**src/rtl/dvin_pkg.sv**
```systemverilog
package dvin_pkg;

    parameter int DV_PD_W = 12;
    parameter int DV_C_W  = 8;
    localparam int DV_PIX_W = 3 * DV_C_W;

    typedef enum logic [1:0] {
        FMT_RGB888 = 2'd0,
        FMT_RGB555 = 2'd1,
        FMT_RGB565 = 2'd2,
        FMT_YC422  = 2'd3
    } fmt_e;

    typedef struct packed {
        logic [1:0]          fmt;
        logic                seen;
        logic                phase;
        logic                pend;
        logic [DV_PD_W-1:0]  rp;
        logic [DV_C_W-1:0]   cb;
        logic [DV_C_W-1:0]   y0;
        logic [DV_PIX_W-1:0] nxt;
        logic [DV_PIX_W-1:0] pix;
        logic                valid;
    } dv_state_t;

    function automatic logic [7:0] widen5(input logic [4:0] v);
        return {v, v[4:2]};
    endfunction

    function automatic logic [7:0] widen6(input logic [5:0] v);
        return {v, v[5:4]};
    endfunction

endpackage

```
**src/rtl/dvin_fall_cap.sv**
```systemverilog
module dvin_fall_cap #(
    parameter int W = 12
) (
    input  logic         clk,
    input  logic         rst_n,
    input  logic [W-1:0] d,
    output logic [W-1:0] q
);
    logic [W-1:0] q_d;

    always_comb begin
        q_d = rst_n ? d : '0;
    end

    always_ff @(negedge clk) begin
        q <= q_d;
    end
endmodule

```
**src/rtl/dvin_unpack.sv**
```systemverilog
module dvin_unpack
    import dvin_pkg::*;
#(
    parameter int PD_W = DV_PD_W,
    parameter int C_W  = DV_C_W
) (
    input  logic [1:0]       fmt,
    input  logic             half_order,
    input  logic [PD_W-1:0]  first_w,
    input  logic [PD_W-1:0]  second_w,
    output logic [3*C_W-1:0] pix
);
    logic [PD_W-1:0] lo_w;
    logic [PD_W-1:0] hi_w;

    always_comb begin
        lo_w = half_order ? second_w : first_w;
        hi_w = half_order ? first_w  : second_w;
        unique case (fmt)
            FMT_RGB888: pix = {hi_w[11:4], hi_w[3:0], lo_w[11:8], lo_w[7:0]};
            FMT_RGB555: pix = {widen5(hi_w[6:2]),
                               widen5({hi_w[1:0], lo_w[7:5]}),
                               widen5(lo_w[4:0])};
            FMT_RGB565: pix = {widen5(hi_w[7:3]),
                               widen6({hi_w[2:0], lo_w[7:5]}),
                               widen5(lo_w[4:0])};
            default:    pix = '0;
        endcase
    end
endmodule

```
**src/rtl/dvin_demux.sv**
```systemverilog
module dvin_demux
    import dvin_pkg::*;
#(
    parameter int PD_W = DV_PD_W,
    parameter int C_W  = DV_C_W
) (
    input  logic              clk,
    input  logic              rst_n,
    input  logic              align,
    input  logic [1:0]        fmt,
    input  logic              half_order,
    input  logic              first_edge,
    input  logic [PD_W-1:0]   din,
    output logic [3*C_W-1:0]  pix_o,
    output logic              valid_o
);
    localparam int PIX_W = 3 * C_W;

    dv_state_t        st_d;
    dv_state_t        st_q;
    logic [PD_W-1:0]  fall_q;
    logic [PD_W-1:0]  first_w;
    logic [PD_W-1:0]  second_w;
    logic [PIX_W-1:0] rgb_pix;
    logic             restart;

    dvin_fall_cap #(.W(PD_W)) u_fcap (
        .clk   (clk),
        .rst_n (rst_n),
        .d     (din),
        .q     (fall_q)
    );

    always_comb begin
        first_w  = first_edge ? fall_q : st_q.rp;
        second_w = first_edge ? din    : fall_q;
    end

    dvin_unpack #(.PD_W(PD_W), .C_W(C_W)) u_unp (
        .fmt        (st_q.fmt),
        .half_order (half_order),
        .first_w    (first_w),
        .second_w   (second_w),
        .pix        (rgb_pix)
    );

    always_comb begin
        st_d     = st_q;
        st_d.fmt = fmt;
        st_d.rp  = din;
        restart  = align || (fmt != st_q.fmt);
        if (restart) begin
            st_d.seen  = 1'b0;
            st_d.phase = 1'b0;
            st_d.pend  = 1'b0;
            st_d.valid = 1'b0;
        end else if (st_q.fmt == FMT_YC422) begin
            if (!st_q.phase) begin
                st_d.cb    = fall_q[C_W-1:0];
                st_d.y0    = din[C_W-1:0];
                st_d.valid = st_q.pend;
                st_d.pix   = st_q.nxt;
                st_d.pend  = 1'b0;
                st_d.phase = 1'b1;
            end else begin
                st_d.valid = 1'b1;
                st_d.pix   = {fall_q[C_W-1:0], st_q.y0, st_q.cb};
                st_d.nxt   = {fall_q[C_W-1:0], din[C_W-1:0], st_q.cb};
                st_d.pend  = 1'b1;
                st_d.phase = 1'b0;
            end
        end else begin
            st_d.valid = st_q.seen;
            st_d.pix   = rgb_pix;
            st_d.seen  = 1'b1;
        end
    end

    always_ff @(posedge clk) begin
        if (!rst_n) begin
            st_q     <= '0;
            st_q.fmt <= fmt;
        end else begin
            st_q <= st_d;
        end
    end

    assign pix_o   = st_q.pix;
    assign valid_o = st_q.valid;
endmodule

```
**config.mk**
```make
export PLATFORM = sky130hd
export DESIGN_NAME = dvin_demux
export DESIGN_NICKNAME = d
export VERILOG_FILES = /design/src/rtl/dvin_pkg.sv /design/src/rtl/dvin_fall_cap.sv /design/src/rtl/dvin_unpack.sv /design/src/rtl/dvin_demux.sv
export SDC_FILE = /design/constraint.sdc
export NUM_CORES = 1
export LEC_CHECK = 0
export BUFFER_PORTS_ARGS = -buffer_cell sky130_fd_sc_hd__buf_2
export CORE_MARGIN = 2
export CORE_UTILIZATION = 40
export CTS_BUF_LIST = sky130_fd_sc_hd__clkbuf_4 sky130_fd_sc_hd__clkbuf_8
export DETAILED_ROUTE_END_ITERATION = 10
export GPL_TIMING_DRIVEN = 0
export PLACE_DENSITY = 0.68
export SLEW_MARGIN = 40
export SYNTH_ARGS = -nofsm -noshare
export SYNTH_HDL_FRONTEND = slang
export SYNTH_SLANG_ARGS = --single-unit
```
**constraint.sdc**
```tcl
create_clock -name clk -period 5.32 [get_ports clk]
set_input_delay 0.532 -clock clk [delete_from_list [all_inputs] [get_ports clk]]
set_output_delay 0.532 -clock clk [all_outputs]
set_load 0.03 [all_outputs]
```
-- After elaboration in Yosys (flattened, before gate mapping)
Cells that the tools add are included.
- equal/unequal tests: 4
- muxes and demuxes: 8
- bitwise gates (word level): 3
- reductions and logical operators: 5
- operators by type and width (kind ; count):
    case mux 24 bit (3 select lines) ; 1
    two-way mux 25 bit ; 2
    two-way mux 12 bit ; 4
    AND reduction 3 bit ; 2
    == test 2 bit, second input constant ; 2
    inverter 1 bit ; 3
    == test 2 x 1 -> 1 bit, second input constant ; 1
    zero test 2 bit ; 1
    two-way mux 2 bit ; 1
    != test 2 bit ; 1
    OR reduction 2 bit ; 1
    logical OR 1 bit ; 1
- bits in registers: 94
- input port bits: 19
- output and inout bits: 25
- logic and storage cells: 31

-- Logic depth before layout (Yosys ltp)
- depth after elaboration: 4
- gate-level depth with buffers: 8

-- Hierarchy
From an unflattened synthesis, not the netlist that was laid out.
- cell total of the unflattened synthesis: 530
- area total of the unflattened synthesis: 5046.1 um^2
- modules (own cells, without submodules) (module ; instances ; cells each ; area each (um^2) ; seq. area each (um^2)):
    dvin_demux ; 1 ; 411 ; 4031.4 ; 1641.6
    dvin_unpack ; 1 ; 93 ; 674.4 ; 0.0
    dvin_fall_cap ; 1 ; 26 ; 340.3 ; 240.2

==> impl_metrics.tcl <==
set metrics [dict create \
    status "completed" \
    grt_max_degree 17 \
    pwr-share-comb_pct 14.2 \
    syn_inst 491 \
    initial_utilization_pct 40.6 \
    synthArstFlopShare_pct 0 \
    drtIter0Drc 278 \
    drc 0 \
    grt_pass1_vias 3771 \
    antenna_found_initial 0 \
    grt_pass1_wl_um 20300 \
    yosys_warnings 0 \
    first_pass_iters 5 \
    skew_ps 44.7 \
    rows 39 \
    fin_nets 575 \
    required_ps 5580 \
    routed_wl_um 12900 \
    post_cts_buffers 0 \
    vias 3901 \
    die_w_um 111 \
    path_buf_inv 0 \
    power.density_nw_per_um2 291 \
    syn-cell-area_um2 4580 \
    cap_violations 0 \
    slew_headroom_pct 50.9 \
    postCtsHoldBufs 0 \
    areaGrowthSynthToFinish_pct 14.3 \
    finalSetupViolations 0 \
    synth_flop_cell "dfxtp_1" \
    seq_area_frac_synth_pct 41.1 \
    numClockSinks 94 \
    numCtsBuffers 9 \
    crit_fanout 5 \
    p_clk_share_pct 37.0 \
    clockBufferDepth 2 \
    hp-class "in -> reg" \
    finalSetupTns_ps 0 \
    intPower_uw 1100 \
    routabilityCongestion 0.941 \
    worstPathCellList "o221ai_1, a2bb2o_1, a222oi_1, nor2_1" \
    p_sw_uw 426 \
    tightest_slew_ps 731 \
    crit_path_max_incr_delay_ps 390 \
    cp_top_family "compound AO/OA/AOI/OAI gates" \
    avgViaCountPerCell 5.54 \
    io_pins 44 \
    cts_resized 0 \
    n_antenna_cell 0 \
    swShare_pct 28.0 \
    port_buffers 43 \
    final_common_cell "dfxtp_1" \
    cp_slowest_cell "dfxtp_1" \
    path_clk_slew_ps 90 \
    mostFrequentLayoutCells "94 x dfxtp_1, 72 x mux2i_1, 58 x nor2_1" \
    end_kind "register" \
    grt_overflow 0 \
    clkLatencyLatePin_ps 410 \
    dp_hpwl_um 9890 \
    ir_drop_v 0.000168 \
    crit_cells 4 \
    syn_area_per_cell_um2 9.33 \
    criticalPathCategory "reg -> reg" \
    synth_cell_types 46 \
    rsz0062_at_grt "false" \
    setup_ws_ps 1060 \
    ys_ff_latch 94 \
    synth_edf_count 0 \
    ant_nets 0 \
    cp.arrival_ps 4520 \
    synth_nets 510 \
    crit_path_start_kind "register" \
    drive_above_1_share_pct 22.1 \
    die-area_um2 12300 \
    r2r_cells 4 \
    routedWlPerCell_um 18.4 \
    htreeDepth 3 \
    die_y_um 111 \
    hold_path_depth 1 \
    grt_usage_pct 21.3 \
    pre_cts_ws_ps 1110 \
    finalMaxSlewViolations 0 \
    tritoncts "built" \
    core_um2 11300 \
    timing.final.hold_violations 0 \
    cts-root-buf "clkbuf_8" \
    leakage_uw 0.00206 \
    pwr-share-seq_pct 48.8 \
]
kinds of logic (layout without fill, tap and decap cells):
| group | after synthesis | count (layout) | synth area share [%] |
|---|---|---|---|
| buffers and inverters | 63 | 133 | 8.06 |
| xor gates and xnor gates | 3 | 3 | 0.574 |
| and+or+nand+nor | 134 | 134 | 14.6 |
| DFF | 94 | 94 | 41.1 |
| muxes | 82 | 82 | 19.2 |
| AOI/OAI and AO/OA | 115 | 115 | 16.5 |
path summary, 6_finish.rpt:
kind	start	endpoint	slack, ps
max reg2reg	u_fcap.q[2]$_SDFF_NN0_	pix_o[19]$_SDFFE_PN0N_	1060
max	u_fcap.q[2]$_SDFF_NN0_	pix_o[19]$_SDFFE_PN0N_	1060
min reg2reg	st_q[77]$_SDFFE_PP0P_	st_q[77]$_SDFFE_PP0P_	470
min	fmt[1]	st_q[81]$_DFF_P_	300
power groups by stage:
| stage | Combinational, µW | Sequential, µW | Clock [µW] |
|---|---|---|---|
| global placement | 210 | 756 | 15.0 |
| global route | 232 | 745 | 615 |
| detailed placement | 213 | 758 | 15.0 |
| floorplan | 150 | 751 | 15.0 |
| finish | 217 | 743 | 564 |
| CTS | 213 | 742 | 572 |
layout make-up:
type                       count  area, µm²
fill                        1107       6040
multi-input combinational    334       2330
sequential                    94       1880
buffer                        59        354
timing repair buffer          43        215
tap                          143        179
clock buffer                  11        139
clock inverter                17        125
inverter                       3       11.3
registers in the layout, indices dropped and copies added, names as in the netlist:
register / flops
st_q: 57
pix_o: 24
u_fcap.q: 12
valid_o: 1
cell usage after synthesis, drive strengths merged (3+ instances only):
cell type	instances	share of area, %
dfxtp	94	41
o221ai	9	1.7
nand2b	8	1.1
mux4	4	2.0
mux2	6	1.5
mux2i	72	16
or2	3	0.41
nand3	10	1.1
and2	12	1.6
nor3	3	0.57
buf	39	6.1
or3b	8	1.5
or3	8	1.1
nor2b	5	0.68
o221a	8	2.0
o21ai	27	3.0
a31oi	5	0.68
a211o	7	1.3
nand2	16	1.3
nor2	59	4.9
a211oi	4	0.66
a21oi	38	4.2
o211ai	5	0.82
clkbuf	20	1.6
inv	3	0.25
per-stage QoR:
stage | utilization (%) | area [µm²] | instances | hold WS (ps) | power (µW)
2_1_floorplan | - | 4580 | 491 | 432 | 916
3_3_place_gp | 44.1 | 4970 | 677 | 443 | 981
3_5_place_dp | 44.1 | 4970 | 677 | 458 | 985
4_1_cts | 46.4 | 5240 | 704 | 291 | 1530
5_1_grt | 46.4 | 5240 | 704 | 281 | 1590
6_report | 46.4 | 5240 | 704 | 299 | 1520
layer usage:
layer / track usage [%] / wire [µm]
met3: 3.94 / 643
met5: 0 / 0
met2: 34.9 / 6160
met1: 28.1 / 5800
met4: 8.15 / 326
No activity file was read; power rests on OpenSTA's default activity.
